<file path="src/rtl/pwm_dual_slope_timer.sv">
module pwm_dual_slope_timer #(
  parameter int CW = 16,
  parameter int AW = 3
) (
  input  logic          clk,
  input  logic          rst_n,
  input  logic          tick,
  input  logic          wr_en,
  input  logic [AW-1:0] wr_addr,
  input  logic [CW-1:0] wr_data,
  output logic [CW-1:0] count,
  output logic          pin_a,
  output logic          pin_b,
  output logic [3:0]    flags
);
  localparam logic [AW-1:0] ADR_CTRL = AW'(0);
  localparam logic [AW-1:0] ADR_BUFA = AW'(1);
  localparam logic [AW-1:0] ADR_BUFB = AW'(2);
  localparam logic [AW-1:0] ADR_TOP  = AW'(3);
  localparam logic [AW-1:0] ADR_FLAG = AW'(4);

  logic [8:0]    ctrl;
  logic [CW-1:0] buf_a, buf_b, act_a, act_b, top_reg, cnt, top_val, wmask, cnt_n;
  logic          up, up_n, wav_a, wav_b, turn_dn, turn_up, hit_a, hit_b;
  logic [2:0]    top_sel;
  logic [3:0]    set_v, clr_v;

  function automatic logic wave_next(input logic [1:0] m, input logic cur,
                                     input logic hit, input logic dir_up);
    return (hit && m[1]) ? (~dir_up ^ m[0]) : cur;
  endfunction

  assign top_sel = ctrl[2:0];

  always_comb begin
    case (top_sel)
      3'd0:    top_val = CW'(16'h00FF);
      3'd1:    top_val = CW'(16'h01FF);
      3'd2:    top_val = CW'(16'h03FF);
      3'd3:    top_val = act_a;
      default: top_val = top_reg;
    endcase
    wmask = (top_sel < 3'd3) ? top_val : '1;
  end

  assign turn_dn = up && (cnt >= top_val);
  assign turn_up = !up && (cnt == '0);
  assign up_n    = turn_dn ? 1'b0 : (turn_up ? 1'b1 : up);
  assign cnt_n   = (top_val == '0) ? '0 : (up_n ? cnt + CW'(1) : cnt - CW'(1));
  assign hit_a   = (cnt == act_a);
  assign hit_b   = (cnt == act_b);

  assign set_v = tick ? {turn_dn && (top_sel >= 3'd4), hit_b,
                         hit_a || (turn_dn && top_sel == 3'd3), turn_up} : 4'b0;
  assign clr_v = (wr_en && wr_addr == ADR_FLAG) ? wr_data[3:0] : 4'b0;

  always_ff @(posedge clk or negedge rst_n) begin
    if (!rst_n) begin
      cnt <= '0; up <= 1'b1; act_a <= '0; act_b <= '0;
      wav_a <= 1'b0; wav_b <= 1'b0;
    end else if (tick) begin
      cnt   <= cnt_n;
      up    <= up_n;
      wav_a <= wave_next(ctrl[4:3], wav_a, hit_a, up);
      wav_b <= wave_next(ctrl[6:5], wav_b, hit_b, up);
      if (turn_dn) begin
        act_a <= buf_a;
        act_b <= buf_b;
      end
    end
  end

  always_ff @(posedge clk or negedge rst_n) begin
    if (!rst_n) begin
      ctrl <= '0; buf_a <= '0; buf_b <= '0; top_reg <= '0; flags <= '0;
    end else begin
      flags <= (flags & ~clr_v) | set_v;
      if (wr_en) begin
        case (wr_addr)
          ADR_CTRL: ctrl    <= wr_data[8:0];
          ADR_BUFA: buf_a   <= wr_data & wmask;
          ADR_BUFB: buf_b   <= wr_data & wmask;
          ADR_TOP:  top_reg <= wr_data;
          default: ;
        endcase
      end
    end
  end

  assign count = cnt;
  assign pin_a = ctrl[7] & wav_a;
  assign pin_b = ctrl[8] & wav_b;
endmodule

</file>
<file path="config.mk">
export PLATFORM = sky130hd
export DESIGN_NAME = pwm_dual_slope_timer
export DESIGN_NICKNAME = d
export VERILOG_FILES = /design/src/rtl/pwm_dual_slope_timer.sv
export SDC_FILE = /design/constraint.sdc
export NUM_CORES = 1
export LEC_CHECK = 0
export ABC_CLOCK_PERIOD_IN_PS = 13900
export BUFFER_PORTS_ARGS = -buffer_cell sky130_fd_sc_hd__buf_2
export CAP_MARGIN = 20
export CORE_ASPECT_RATIO = 0.75
export CORE_MARGIN = 2
export CORE_UTILIZATION = 52
export CTS_BUF_LIST = sky130_fd_sc_hd__clkbuf_2
export DETAILED_ROUTE_END_ITERATION = 6
export GPL_TIMING_DRIVEN = 0
export HOLD_SLACK_MARGIN = 0.15
export PLACE_DENSITY_LB_ADDON = 0.05
export SYNTH_ARGS = -nofsm -noshare
export SYNTH_HDL_FRONTEND = slang
export SYNTH_SLANG_ARGS = --single-unit
</file>
<file path="constraint.sdc">
create_clock -name clk -period 13.9 [get_ports clk]
set_input_delay 0 -clock clk [delete_from_list [all_inputs] [get_ports clk]]
set_output_delay 0 -clock clk [all_outputs]
set_load 0.02 [all_outputs]
</file>
Word level (Yosys, flattened, before mapping)
Cells that the tools add are included.
- bits in registers: 112
- latch bits: 0
- bits in writable memories: 0
- ROM bits: 0
- output and inout bits: 22
- logic and storage cells: 62
- memories kept: 0
- add/subtract/negate cells: 2
- multipliers: 0
- divide/modulo/power cells: 0
- magnitude comparators: 3
- eq/ne operators: 9
- shifts and indexed selects: 0
- multiplexer cells: 8
- bitwise logic cells: 9
- reduce and logical (&&, ||, !) cells: 20
- operators by type and width (cell ; number):
    16-bit case mux with 4 select lines ; 1
    16-bit 2-to-1 mux ; 3
    16-bit == test ; 2
    16-bit logical NOT ; 2
    16-bit by 1-bit adder with 16-bit output, second input constant ; 1
    16-bit AND ; 1
    16-bit >= comparator ; 1
    16-bit by 1-bit subtractor with 16-bit output, second input constant ; 1
    2-bit AND reduction ; 7
    3-bit by 2-bit == test with 1-bit output, second input constant ; 4
    4-bit 2-to-1 mux ; 2
    1-bit logical AND ; 7
    3-bit by 1-bit == test with 1-bit output, second input constant ; 2
    3-bit logical NOT ; 2
    4-bit AND ; 1
    4-bit inverter ; 1
    4-bit OR ; 1
    3-bit == test, second input constant ; 1
    3-bit >= comparator, second input constant ; 1
    3-bit by 2-bit less-than comparator with 1-bit output, second input constant ; 1
    1-bit AND ; 2
    1-bit 2-to-1 mux ; 2
    1-bit XOR ; 2
    1-bit logical NOT ; 1
    other kinds (2) ; 2

Longest topological paths before layout
- depth after elaboration: 8
- gate-level depth with buffers: 25
- mapped depth without buffers: 21

Worst setup path before layout
No wires, ideal clock.
- path kind: register -> register
- start: register ctrl[1]
- end: register cnt[14] (netlist: count[14])
- data arrival time: 4.777 ns
- setup slack: 8.991 ns
- cell stages (with the launch flop): 25
- path buffers: 5
- clock period less this slack: 4.909 ns
- cell sequence: dfrtp_1 clkbuf_1 and3b_1 clkbuf_1 a22oi_1 ha_1 nand4_2 nor3_1 a2111oi_4 a31oi_4 buf_6 buf_2 buf_2 xor2_1 ha_1 or4_1 a21oi_1 nand2_1 a21oi_1 nor2_1 a221o_1 a31oi_1 o31ai_1 xnor2_1 o2bb2ai_1
- cells in the longest elaborated chain, start to end: 7
- RTL lines (element ; line ; source):
    from (decl) ; 22 ; logic [8:0] ctrl;
    from (signal assigned) ; 80 ; ADR_CTRL: ctrl <= wr_data[8:0];
    3-bit by 2-bit == test with 1-bit output (tied with other cells) ; 36 ; case (top_sel)
    16-bit case mux with 4 select lines * ; 36 ;
    16-bit >= comparator ; 46 ; assign turn_dn = up && (cnt >= top_val);
    1-bit logical AND ; 46 ;
    1-bit 2-to-1 mux ; 48 ; assign up_n = turn_dn ? 1'b0 : (turn_up ? 1'b1 : up);
    16-bit 2-to-1 mux ; 49 ; assign cnt_n = (top_val == '0) ? '0 : (up_n ? cnt + CW'(1) : cnt - CW'(1));
    16-bit 2-to-1 mux * ; 49 ;
    to (signal assigned) ; 62 ; cnt <= cnt_n;
    to (decl) ; 23 ; logic [CW-1:0] buf_a, buf_b, act_a, act_b, top_reg, cnt, top_val, wmask, cnt_n;
Every way passes the cells marked *; elsewhere a longest branch is shown, timed or not.
A chain may end at the register's enable or synchronous reset.

Worst setup path after layout
Same ends and word-level chain as after synthesis.

==> flow_summary.yaml <==
status:
  status: "finished clean"
grt:
  antenna_found_initial: 0
  top_usage_layer: "met1"
  use_met1: 0.426
  grt_pass1_vias: 4563
  grt_pass1_wl_um: 25800
  grt_overflow: 0
  grt_usage: 0.266
  grt_use_met2: 0.369
  use_met3: 0.0472
  grt_max_degree: 69
worst_hold_path:
  min_from: "wr_data[14]"
  hold_path.class: "in -> reg"
  min_to: "top_reg[14]"
  worstHoldPathCells: 3
pwr:
  p_clk_frac: 0.125
  swShare: 0.440
  cellPowerDensity_nw_per_um2: 179
  p_int_uw: 717
  combPwrFrac: 0.488
  leakagePower_nw: 3.34
  switching_power_uw: 563
  p_seq_frac: 0.387
  ir_worst_vdd_mv: 0.0918
setup_path:
  reg2reg_depth: 24
  worstReg2RegStart: "ctrl[1]"
  r2r_slack_ns: 8.02
  cp_data_required_time_ns: 14.44
  crit_arrival_ns: 6.42
  start_kind: "flip-flop"
  end_kind: "flip-flop"
  crit_fanout: 18
  critPathKind: "reg -> reg"
  reg2reg_to: "count[14]"
synthesis:
  synth_edf_count: 0
  yosysUniqueCellTypes: 65
  synthCells: 567
  ys_seq_area_frac: 0.453
  netlist_top_cells_area: "dfrtp_1 45%, mux2_2 13%, ha_1 5.3%"
  netlist.area_leader.share: 0.449
  avgSynthCellArea_um2: 10.9
  synthMostInstantiatedCell: "dfrtp_1"
  netlist_area_um2: 6190
  synthArstFlopShare: 1.00
  ys_ff_latch: 112
  yosys-top-cells-count: "111 x dfrtp_1, 73 x mux2_2, 62 x nand2_1"
  synth_nets: 616
  synth_ff_type: "dfrtp_1"
  ys_warn_count: 0
  synth_top_area_cell: "dfrtp_1"
detailed_routing:
  drt-total-wl_um: 16400
  ant_nets: 0
  drt-vias-per-instance: 5.83
  drt-initial-drc-count: 404
  num_vias: 4810
  drc: 0
  wl_per_cell_um: 19.9
  first_pass_iters: 5
clock_network:
  cts_made_buffers: 9
  cts_resized: 0
  root_buffer: "clkbuf_2"
  path_clk_slew_ns: 0.33
  cts_buffer_depth: 2
  h-tree-depth: 3
  cts_tree: "yes"
  cts_sinks: 112
  clock_latency_ns: 0.61
die:
  core_area_um2: 11600
  start_util: 0.533
  row_count: 34
  io_pins: 45
  die_area_um2: 12800
  die_w_um: 130
  die_y_um: 98.5
timing:
  finClkSkew_ns: 0.0486
  finalWorstSetupSlack_ns: 8.02
  period_needed_ns: 5.88
  fmax_ghz: 0.170
  rsz0062_at_grt: "no"
  tns_ns: 0
  finalCritPeriodShare: 0.423
  setup_viol_count_final: 0
  maxSlewViolCount: 0
  timing.slew.headroom: 0.372
  hold_viol: 0
  worstMarginPinSlew_ns: 0.934
finish:
  diodes: 0
  design_area_um2: 7140
  area_growth_pct: 15.4
  finalNetCount: 707
  fillers: 1029
  drive_above_1_share: 0.243
placement:
  placed_area_um2: 6640
  dpl_worst_slack_ns: 8.15
  globalplace.congestion: 0.870
  portBuffers: 42
  place_hpwl_um: 12000
run:
  cap_violations: 0
cells by family (layout without fill, tap and decap cells):
family	count (synthesis)	in the layout	synth area share
buffers and inverters	42	138	0.0285
adder cells (fa/ha/maj)	26	26	0.0526
AND/OR/NAND/NOR	148	148	0.119
flip-flops	112	112	0.453
multiplexers	81	81	0.146
XOR/XNOR	46	46	0.0651
AO/OA/AOI/OAI	112	112	0.136
through the flow:
step                      total power [mW]  hold WS (ns)  instances  utilization
after floorplan                      0.928        -0.296        567            -
after detailed placement              1.10        0.0420        773        0.572
after global placement                1.08         0.248        771        0.569
final                                 1.28         0.189        825        0.615
after CTS                             1.27         0.152        825        0.615
after global routing                  1.36         0.151        825        0.615
worst max-delay path: stages, from the launching register on:
cell and delay [ns]:
dfrtp_1 0.39, clkbuf_1 0.31, and3b_1 0.22, clkbuf_1 0.22, a22oi_1 0.16, ha_1 0.35, nand4_2 0.17, nor3_4 0.34
o311ai_4 0.20, a31oi_4 0.35, buf_6 0.20, buf_2 0.23, buf_2 0.41, xor2_1 0.13, ha_1 0.27, or4_1 0.42
a21oi_1 0.21, nand2_1 0.07, a21oi_1 0.15, nor2_1 0.05, a221o_1 0.42, a31oi_1 0.20, o31ai_1 0.11, xnor2_1 0.17
o2bb2ai_1 0.08
power groups by stage:
stage	Clock, mW	Combinational [mW]	Sequential, mW
detailed placement	0	0.602	0.500
CTS	0.163	0.616	0.494
global placement	0	0.585	0.497
finish	0.160	0.625	0.495
floorplan	0	0.433	0.495
global route	0.176	0.683	0.505
placed cells by master (no fill, tap or decap), types with 4 or more instances in the layout:
cell and instances:
xnor2_1 15, nor4_1 8, nor2b_1 4, dlygate4sd3_1 35
mux2i_1 8, dfrtp_1 111, xor2_1 31, nand2_1 62
and2_1 4, o22ai_1 9, nand4_1 5, o21ai_1 5
nor2_1 23, inv_1 12, mux2_2 73, nand2b_1 8
a22oi_1 6, a31oi_1 6, ha_1 26, clkbuf_1 20
clkbuf_2 10, a21o_1 5, nor3_1 9, nand3_1 9
a21oi_1 14, buf_2 47, o21ai_0 26, o2bb2ai_1 10
cell type report:
cell class / count / area (um^2) / area share
Timing Repair Buffer: 80 / 626 / 0.0876
Inverter: 13 / 48.8 / 0.00683
Clock inverter: 6 / 75.1 / 0.0105
Tap cell: 162 / 203 / 0.0284
Multi-Input combinational cell: 413 / 3210 / 0.449
Clock buffer: 10 / 50.0 / 0.00701
Sequential cell: 112 / 2800 / 0.393
Buffer: 29 / 128 / 0.0179
how the worst max path moves through the flow:
| stage | startpoint | to |
|---|---|---|
| 2_1_floorplan | ctrl[1] | count[14] |
| 3_3_place_gp | ctrl[1] | count[14] |
| 3_5_place_dp | ctrl[1] | count[14] |
| 4_1_cts | ctrl[1] | count[14] |
| 5_1_grt | ctrl[1] | count[14] |
| 6_report | ctrl[1] | count[14] |
layer usage:
layer	up-vias	share of wire	routed length, um
li1	2219	-	-
met3	26	0.056	921
met1	2394	0.51	8300
met5	-	0	0
met4	0	0.018	303
met2	171	0.42	6900
repair_timing:
item / CTS / global route
hold buffers: 36 / 0
hold endpoints to repair: 182 / 0
buffers inserted: 0 / 0
(Power assumes the default switching activity.)
